--- src/rtl/hirq_pkg.sv ---
package hirq_pkg;

    typedef enum logic [1:0] {
        PRIV_U = 2'd0,
        PRIV_S = 2'd1,
        PRIV_M = 2'd3
    } priv_e;

    localparam int SSIP_B = 1;
    localparam int MSIP_B = 3;
    localparam int STIP_B = 5;
    localparam int MTIP_B = 7;
    localparam int SEIP_B = 9;
    localparam int MEIP_B = 11;

    localparam int NCLASS = 4;
    localparam int MASKW  = 64;

    // class 0 = platform (index >= hi), 1 = external, 2 = software, 3 = timer
    function automatic logic [MASKW-1:0] class_mask(input int c, input int n, input int hi);
        logic [MASKW-1:0] m;
        m = '0;
        unique case (c)
            0: begin
                for (int i = 0; i < MASKW; i++)
                    if (i >= hi && i < n) m[i] = 1'b1;
            end
            1: begin
                m[SEIP_B] = 1'b1;
                m[MEIP_B] = 1'b1;
            end
            2: begin
                m[SSIP_B] = 1'b1;
                m[MSIP_B] = 1'b1;
            end
            default: begin
                m[STIP_B] = 1'b1;
                m[MTIP_B] = 1'b1;
            end
        endcase
        return m;
    endfunction

    function automatic logic [MASKW-1:0] legal_mask(input int n, input int hi);
        logic [MASKW-1:0] m;
        m = '0;
        for (int c = 0; c < NCLASS; c++) m = m | class_mask(c, n, hi);
        return m;
    endfunction

endpackage

--- src/rtl/hirq_eligible.sv ---
module hirq_eligible
    import hirq_pkg::*;
#(
    parameter int NIRQ     = 16,
    parameter int MEXT_IDX = 11
) (
    input  logic [NIRQ-1:0] pend_i,
    input  logic [NIRQ-1:0] en_i,
    input  logic [NIRQ-1:0] deleg_i,
    input  logic [1:0]      priv_i,
    input  logic            mie_i,
    input  logic            sie_i,
    output logic [NIRQ-1:0] elig_o
);
    localparam logic [MASKW-1:0] LEGAL_FULL = legal_mask(NIRQ, MEXT_IDX);
    localparam logic [NIRQ-1:0]  LEGAL      = LEGAL_FULL[NIRQ-1:0];

    logic [NIRQ-1:0] active;
    logic [NIRQ-1:0] m_cand;
    logic [NIRQ-1:0] s_cand;
    logic            m_ok;
    logic            s_ok;

    always_comb begin
        active = pend_i & en_i & LEGAL;
        m_cand = active & ~deleg_i;
        s_cand = active & deleg_i;
        m_ok   = (priv_i < PRIV_M) || mie_i;
        s_ok   = (priv_i < PRIV_S) || ((priv_i == PRIV_S) && sie_i);
        if (m_ok && (|m_cand))
            elig_o = m_cand;
        else if (s_ok)
            elig_o = s_cand;
        else
            elig_o = '0;
    end
endmodule

--- src/rtl/hirq_ctz.sv ---
module hirq_ctz #(
    parameter int W  = 16,
    parameter int IW = (W > 1) ? $clog2(W) : 1
) (
    input  logic [W-1:0]  vec_i,
    output logic          hit_o,
    output logic [IW-1:0] idx_o
);
    always_comb begin
        hit_o = |vec_i;
        idx_o = '0;
        for (int i = W - 1; i >= 0; i--)
            if (vec_i[i]) idx_o = IW'(i);
    end
endmodule

--- src/rtl/hirq_class_pick.sv ---
module hirq_class_pick
    import hirq_pkg::*;
#(
    parameter int NIRQ     = 16,
    parameter int MEXT_IDX = 11,
    parameter int IDXW     = $clog2(NIRQ)
) (
    input  logic [NIRQ-1:0] elig_i,
    output logic            win_o,
    output logic [IDXW-1:0] idx_o
);
    logic [NCLASS-1:0]           c_hit;
    logic [NCLASS-1:0][IDXW-1:0] c_idx;

    for (genvar c = 0; c < NCLASS; c++) begin : g_class
        localparam logic [MASKW-1:0] CM_FULL = class_mask(c, NIRQ, MEXT_IDX);
        localparam logic [NIRQ-1:0]  CM      = CM_FULL[NIRQ-1:0];
        logic [NIRQ-1:0] cvec;
        assign cvec = elig_i & CM;
        hirq_ctz #(.W(NIRQ), .IW(IDXW)) u_ctz (
            .vec_i (cvec),
            .hit_o (c_hit[c]),
            .idx_o (c_idx[c])
        );
    end

    always_comb begin
        win_o = 1'b0;
        idx_o = '0;
        for (int c = NCLASS - 1; c >= 0; c--) begin
            if (c_hit[c]) begin
                win_o = 1'b1;
                idx_o = c_idx[c];
            end
        end
    end
endmodule

--- src/rtl/hirq_top.sv ---
module hirq_top
    import hirq_pkg::*;
#(
    parameter int XLEN     = 32,
    parameter int NIRQ     = 16,
    parameter int MEXT_IDX = 11
) (
    input  logic            clk_i,
    input  logic            rst_ni,
    input  logic [NIRQ-1:0] pend_i,
    input  logic [NIRQ-1:0] en_i,
    input  logic [NIRQ-1:0] deleg_i,
    input  logic [1:0]      priv_i,
    input  logic            mie_i,
    input  logic            sie_i,
    input  logic            dbg_i,
    output logic            take_o,
    output logic [XLEN-1:0] cause_o
);
    localparam int IDXW = $clog2(NIRQ);

    logic [NIRQ-1:0] elig;
    logic            win;
    logic [IDXW-1:0] win_idx;
    logic            take_d;
    logic [XLEN-1:0] cause_d;

    hirq_eligible #(.NIRQ(NIRQ), .MEXT_IDX(MEXT_IDX)) u_elig (
        .pend_i  (pend_i),
        .en_i    (en_i),
        .deleg_i (deleg_i),
        .priv_i  (priv_i),
        .mie_i   (mie_i),
        .sie_i   (sie_i),
        .elig_o  (elig)
    );

    hirq_class_pick #(.NIRQ(NIRQ), .MEXT_IDX(MEXT_IDX), .IDXW(IDXW)) u_pick (
        .elig_i (elig),
        .win_o  (win),
        .idx_o  (win_idx)
    );

    always_comb begin
        take_d  = win && !dbg_i;
        cause_d = '0;
        if (take_d) begin
            cause_d[XLEN-1]   = 1'b1;
            cause_d[IDXW-1:0] = win_idx;
        end
    end

    always_ff @(posedge clk_i or negedge rst_ni) begin
        if (!rst_ni) begin
            take_o  <= 1'b0;
            cause_o <= '0;
        end else begin
            take_o  <= take_d;
            cause_o <= cause_d;
        end
    end
endmodule

--- config.mk ---
export PLATFORM = sky130hd
export DESIGN_NAME = hirq_top
export DESIGN_NICKNAME = d
export VERILOG_FILES = /design/src/rtl/hirq_pkg.sv /design/src/rtl/hirq_eligible.sv /design/src/rtl/hirq_ctz.sv /design/src/rtl/hirq_class_pick.sv /design/src/rtl/hirq_top.sv
export SDC_FILE = /design/constraint.sdc
export NUM_CORES = 1
export LEC_CHECK = 0
export ABC_AREA = 1
export BUFFER_PORTS_ARGS = -buffer_cell sky130_fd_sc_hd__buf_4
export CAP_MARGIN = 20
export CORE_ASPECT_RATIO = 0.75
export CORE_MARGIN = 2
export CORE_UTILIZATION = 42
export CTS_CLUSTER_SIZE = 28
export DETAILED_ROUTE_END_ITERATION = 12
export GPL_ROUTABILITY_DRIVEN = 0
export PLACE_DENSITY_LB_ADDON = 0.12
export SLEW_MARGIN = 40
export SYNTH_ARGS = -nofsm -noshare
export SYNTH_HDL_FRONTEND = slang
export SYNTH_SLANG_ARGS = --single-unit
export TNS_END_PERCENT = 30
--- constraint.sdc ---
create_clock -name clk_i -period 0.85 [get_ports clk_i]
set_input_delay 0.17 -clock clk_i [delete_from_list [all_inputs] [get_ports clk_i]]
set_output_delay 0.17 -clock clk_i [all_outputs]
set_load 0.01 [all_outputs]
After elaboration in Yosys (flattened, before gate mapping)
Index checks and enable logic that the tools add are counted.
{"block": "totals", "reg_bits": 6, "in_bits": 55, "output_inout_bits": 33, "word_cells": 43}
{"block": "op_classes", "magnitude_cmp": 2, "eq_ne": 1, "n_mux": 23, "bitwise_logic": 4, "n_reduce_logical": 11}
{"cell": "$mux 4", "n": 14}
{"cell": "$and 16x16->16", "n": 3}
{"cell": "$mux 16", "n": 2}
{"cell": "$not 16->16", "n": 1}
{"cell": "$reduce_or 16->1", "n": 1}
{"cell": "$reduce_or 2->1", "n": 3}
{"cell": "$mux 1", "n": 5}
{"cell": "$reduce_or 5->1", "n": 1}
{"cell": "$logic_and 1x1->1", "n": 3}
{"cell": "$mux 3", "n": 1}
{"cell": "$eq 2x1->1 const B", "n": 1}
{"cell": "$logic_or 1x1->1", "n": 2}
{"cell": "$lt 2x1->1 const B", "n": 1}
{"cell": "$lt 2x2->1 const B", "n": 1}
{"cell": "$mux 2", "n": 1}
{"cell": "$logic_not 1->1", "n": 1}

Depth between registers and ports, before layout
{"block": "depth", "depth_word": 12, "depth_mapped": 15}

Modules after synthesis
A second synthesis with hierarchy kept.
{"block": "unflattened", "cells_unflattened": 379, "hier_area_um2": 1939.4}
{"mod": "hirq_ctz", "instances": 4, "cells_each": 49, "area_per_inst_um2": 209.0}
{"mod": "hirq_eligible", "instances": 1, "cells_each": 99, "area_per_inst_um2": 556.8}
{"mod": "hirq_top", "instances": 1, "cells_each": 45, "area_per_inst_um2": 382.9}
{"mod": "hirq_class_pick", "instances": 1, "cells_each": 39, "area_per_inst_um2": 163.9}

Least setup slack after synthesis
OpenSTA, ideal clock, no wires.
{"block": "synth_timing", "path_type": "in2reg", "start": "input port pend_i[9]", "end": "register cause_o[1]", "setup_time_ps": 116, "arrival_ps": 1340, "setup_slack_ps": -606, "path_stages": 13, "path_cell_list": "nand2_1 > nor2_2 > nor2_1 > nand3_4 > nand2_4 > buf_12 > nand2_2 > o21ai_2 > nand2_4 > nor2_8 > nand2_2 > a21oi_2 > nor2_1"}
{"block": "synth_via", "elab_chain_cells": 12}
{"item": "start: declaration", "line": "hirq_top.sv:10", "text": "input logic [NIRQ-1:0] pend_i,"}
{"item": "$and 16x16->16 (*)", "line": "hirq_eligible.sv:25", "text": "active = pend_i & en_i & LEGAL;"}
{"item": "$and 16x16->16", "line": "hirq_eligible.sv:26", "text": "m_cand = active & ~deleg_i;"}
{"item": "$reduce_or 16->1", "line": "hirq_eligible.sv:30", "text": "if (m_ok && (|m_cand))"}
{"item": "$logic_and 1x1->1", "line": "hirq_eligible.sv:30"}
{"item": "$mux 16 (*)", "line": "hirq_eligible.sv:30"}
{"item": "$mux 3, or another cell as far along", "line": "hirq_ctz.sv:13", "text": "if (vec_i[i]) idx_o = IW'(i);"}
{"item": "$mux 4 / $mux 1 (equally long branches)", "line": "hirq_ctz.sv:13, hirq_class_pick.sv:31"}
{"item": "$mux 4, or another cell as far along (3 in series)", "line": "hirq_class_pick.sv:31", "text": "if (c_hit[c]) begin"}
{"item": "$mux 4 / $logic_and 1x1->1 (equally long branches)", "line": "hirq_class_pick.sv:31, hirq_top.sv:45"}
{"item": "$mux 4 (*)", "line": "hirq_top.sv:47", "text": "if (take_d) begin"}
{"item": "net cause_d[1]", "line": "hirq_top.sv:26", "text": "logic [XLEN-1:0] cause_d;"}
{"item": "end signal: assignment", "line": "hirq_top.sv:59", "text": "cause_o <= cause_d;"}
{"item": "end: declaration", "line": "hirq_top.sv:18", "text": "output logic [XLEN-1:0] cause_o"}
Mark *: on every way through the listed nets, which the timed path passes. The rest lies on a longest branch.

Final worst setup path
{"block": "layout_timing", "start": "input port en_i[1]", "end": "register cause_o[0]"}
{"block": "layout_via", "elab_chain_cells": 12}
{"item": "start: declaration", "line": "hirq_top.sv:11", "text": "input logic [NIRQ-1:0] en_i,"}
{"item": "$and 16x16->16 (*)", "line": "hirq_eligible.sv:25"}
{"item": "$and 16x16->16", "line": "hirq_eligible.sv:26"}
{"item": "$reduce_or 16->1", "line": "hirq_eligible.sv:30"}
{"item": "$logic_and 1x1->1", "line": "hirq_eligible.sv:30"}
{"item": "$mux 16 (*)", "line": "hirq_eligible.sv:30"}
{"item": "$mux 3, or another cell as far along", "line": "hirq_ctz.sv:13"}
{"item": "$mux 4 / $mux 1 (equally long branches)", "line": "hirq_ctz.sv:13, hirq_class_pick.sv:31"}
{"item": "$mux 4, or another cell as far along (3 in series)", "line": "hirq_class_pick.sv:31"}
{"item": "$mux 4 / $logic_and 1x1->1 (equally long branches)", "line": "hirq_class_pick.sv:31, hirq_top.sv:45"}
{"item": "$mux 4 (*)", "line": "hirq_top.sv:47"}
{"item": "net cause_d[0]", "line": "hirq_top.sv:26"}
Marks and branches as above.

==> results.yml <==
run_status:
  status: "finished, violations left"
  violations: "negative setup slack"
cts:
  cts_tree: "done"
  clock-root-buffer: "clkbuf_4"
  path_clk_slew_ps: 50
  cts_buffers: 3
  clkSinkCount: 5
  clockBufferDepth: 2
  cts-htree-levels: 1
synth:
  ys_ff_latch: 5
  yosysMostFrequentCell: "buf_4"
  ys.flop_type: "dfrtp_1"
  syn_area_um2: 1050
  synth_async_sr_flop_share_pct: 100
  synth_cells: 152
  yosysTopAreaCell: "buf_4"
  netlist_top_cells_area: "buf_4, dfrtp_1, nand2_1"
  synth_cell_types: 24
  ys_top_cells_by_count: "buf_4, nand2_1, inv_1"
  synth-edff-count: 0
  syn_avg_cell_area_um2: 6.91
  ys_seq_area_share_pct: 11.9
  yosysWarnings: 0
  synth_top_area_share_pct: 20.0
grt:
  antenna_found_initial: 0
  grt.overflow.total: 0
  track_usage_pct: 18.5
  grt_pass1_vias: 1035
  grt_pass1_wl_mm: 4.08
  grt_max_degree: 7
worst_setup_path:
  worstPathMaxFanout: 5
  start_kind: "input port"
  endpoint_kind: "flip-flop"
  required_ps: 970
  arrival_ps: 1500
  critPathKind: "input port to flip-flop"
sta:
  layout_setup_ws_ps: -525
  setup_viol: 11
  max_freq_ghz: 0.727
  finalCritPeriodShare_pct: 162
  rsz0062_at_grt: "yes"
  hold_viol: 0
  slew_violations: 0
  setup_tns_ps: -2880
  fin_crit_ps: 1380
floorplanning:
  ios: 88
  die-width_um: 61.8
  die-area_um2: 2920
  die_h_um: 47.3
  num_rows: 15
  coreArea_um2: 2330
  start_util_pct: 45.2
drt:
  drc: 0
  post_drt_wl_per_cell_um: 10.9
  num_vias: 1118
  ant_nets: 0
  drt-initial-drc-count: 32
  drt-vias-per-instance: 4.45
  dr.pass1.iters: 4
  drt_wl_total_mm: 2.74
cells_and_area:
  area.sequential_um2: 125
  fillers: 203
  regMostFlops: "cause_o"
  antenna_cells: 0
  multi_input_area_um2: 858
  finalNetCount: 273
  drive_gt1_share_pct: 54.8
  final_area_um2: 1700
  largest_register_ffs: 5
  layout.cells.non_filler: 251
  top_regs: "cause_o (5)"
  area_delta_synth_final_pct: 61.5
placement:
  placed_cell_area_um2: 1390
  io_buffers: 42
  dp_cells: 240
  place_ws_ps: -813
  dp_hpwl_mm: 2.04
run:
  cap_violations: 0
power:
  leakage_nw: 0.907
  ir_drop_mv: 0.392
  power.density_nw_per_um2: 984
min_path:
  min_path_type: "input port to flip-flop"
  hold-path-cell-count: 4
  worstHoldStart: "dbg_i"
  holdPathEnd: "cause_o[3]$_DFF_PN0_"
-- worst max-delay path, cell delays in order --
cell and delay, ps:
buf_4 120, nand3_2 100, nand2_4 60, nor2_4 90, nand3_4 150, buf_6 170
nand3b_1 90, nand2_2 80, nor2_2 110, nand2_1 50, nor2_1 110, nand2_2 80
nand2_4 80, a21oi_2 40
-- kinds of logic after synthesis --
kind of cell    after synthesis  share of synthesized area, %
compound gates                9                          6.55
buf+inv                      49                          29.0
flops                         5                          11.9
other cells                   1                         0.357
simple gates                 88                          52.1
-- where the power goes --
part,internal [mW],total [mW],switching [mW]
Combinational,0.520,1.10,0.580
Sequential,0.277,0.295,0.0181
Clock,0.177,0.275,0.0974
Total,0.975,1.67,0.695
-- layout by cell type (no fill, tap or decap), types with 2 or more instances in the layout --
| cell type | netlist | layout |
|---|---|---|
| inv_4 | 0 | 2 |
| nor2_2 | 2 | 3 |
| nor2_1 | 13 | 9 |
| nand2_2 | 10 | 14 |
| nand2_4 | 4 | 8 |
| nand3_1 | 14 | 12 |
| nand3_4 | 2 | 7 |
| nand3b_1 | 3 | 3 |
| inv_2 | 1 | 5 |
| nand3b_4 | 2 | 2 |
| inv_1 | 19 | 13 |
| nand4_1 | 5 | 5 |
| a21oi_2 | 2 | 2 |
| o21ai_1 | 2 | 2 |
| nand2_1 | 26 | 18 |
| dfrtp_1 | 5 | 5 |
| nor2_4 | 2 | 5 |
| clkbuf_4 | 0 | 3 |
| conb_1 | 1 | 27 |
| buf_4 | 28 | 39 |
| buf_6 | 0 | 22 |
| o21ai_2 | 3 | 2 |
-- layer usage --
metal / vias up / track usage, % / part of all wire, %
met1: 507 / 20.1 / 38
met3: 2 / 1.10 / 5.8
met5: - / 0 / 0
met4: 0 / 2.55 / 0.22
met2: 46 / 39.8 / 56
li1: 563 / - / -
-- timing repair --
action,in CTS,in global routing
setup endpoints to repair,11,11
gates cloned,1,0
setup buffers,2,3
resized for setup,26,33
pin swaps,14,18
hold buffers,1,0
endpoints found under the hold margin,5,0
-- cell type report --
type	instances	area share [%]
tap	34	2.51
inverter	20	4.72
clock buffer	4	1.55
timing repair buffer	63	33.3
sequential	5	7.37
multi-input combinational	125	50.6
-- worst max-delay path by stage --
| stage | startpoint | endpoint | slack (ps) |
|---|---|---|---|
| 4_1_cts | deleg_i[14] | cause_o[0]$_DFF_PN0_ | -550 |
| 2_1_floorplan | deleg_i[1] | cause_o[1]$_DFF_PN0_ | -580 |
| 5_1_grt | pend_i[1] | cause_o[0]$_DFF_PN0_ | -640 |
| 3_5_place_dp | deleg_i[14] | cause_o[0]$_DFF_PN0_ | -810 |
| 3_3_place_gp | pend_i[12] | cause_o[1]$_DFF_PN0_ | -770 |
| 6_report | en_i[1] | cause_o[0]$_DFF_PN0_ | -530 |
-- metrics by stage --
| stage | util (%) | total power [mW] | hold slack (ps) |
|---|---|---|---|
| after CTS | 66.7 | 1.58 | 242 |
| after detailed placement | 59.8 | 1.20 | -25.3 |
| final | 73.0 | 1.67 | 236 |
| after global placement | 59.8 | 1.18 | -28.8 |
| after floorplan | - | 0.957 | -126 |
| after global routing | 73.0 | 1.78 | 264 |
Note: power is estimated with default switching activity, not from simulation.
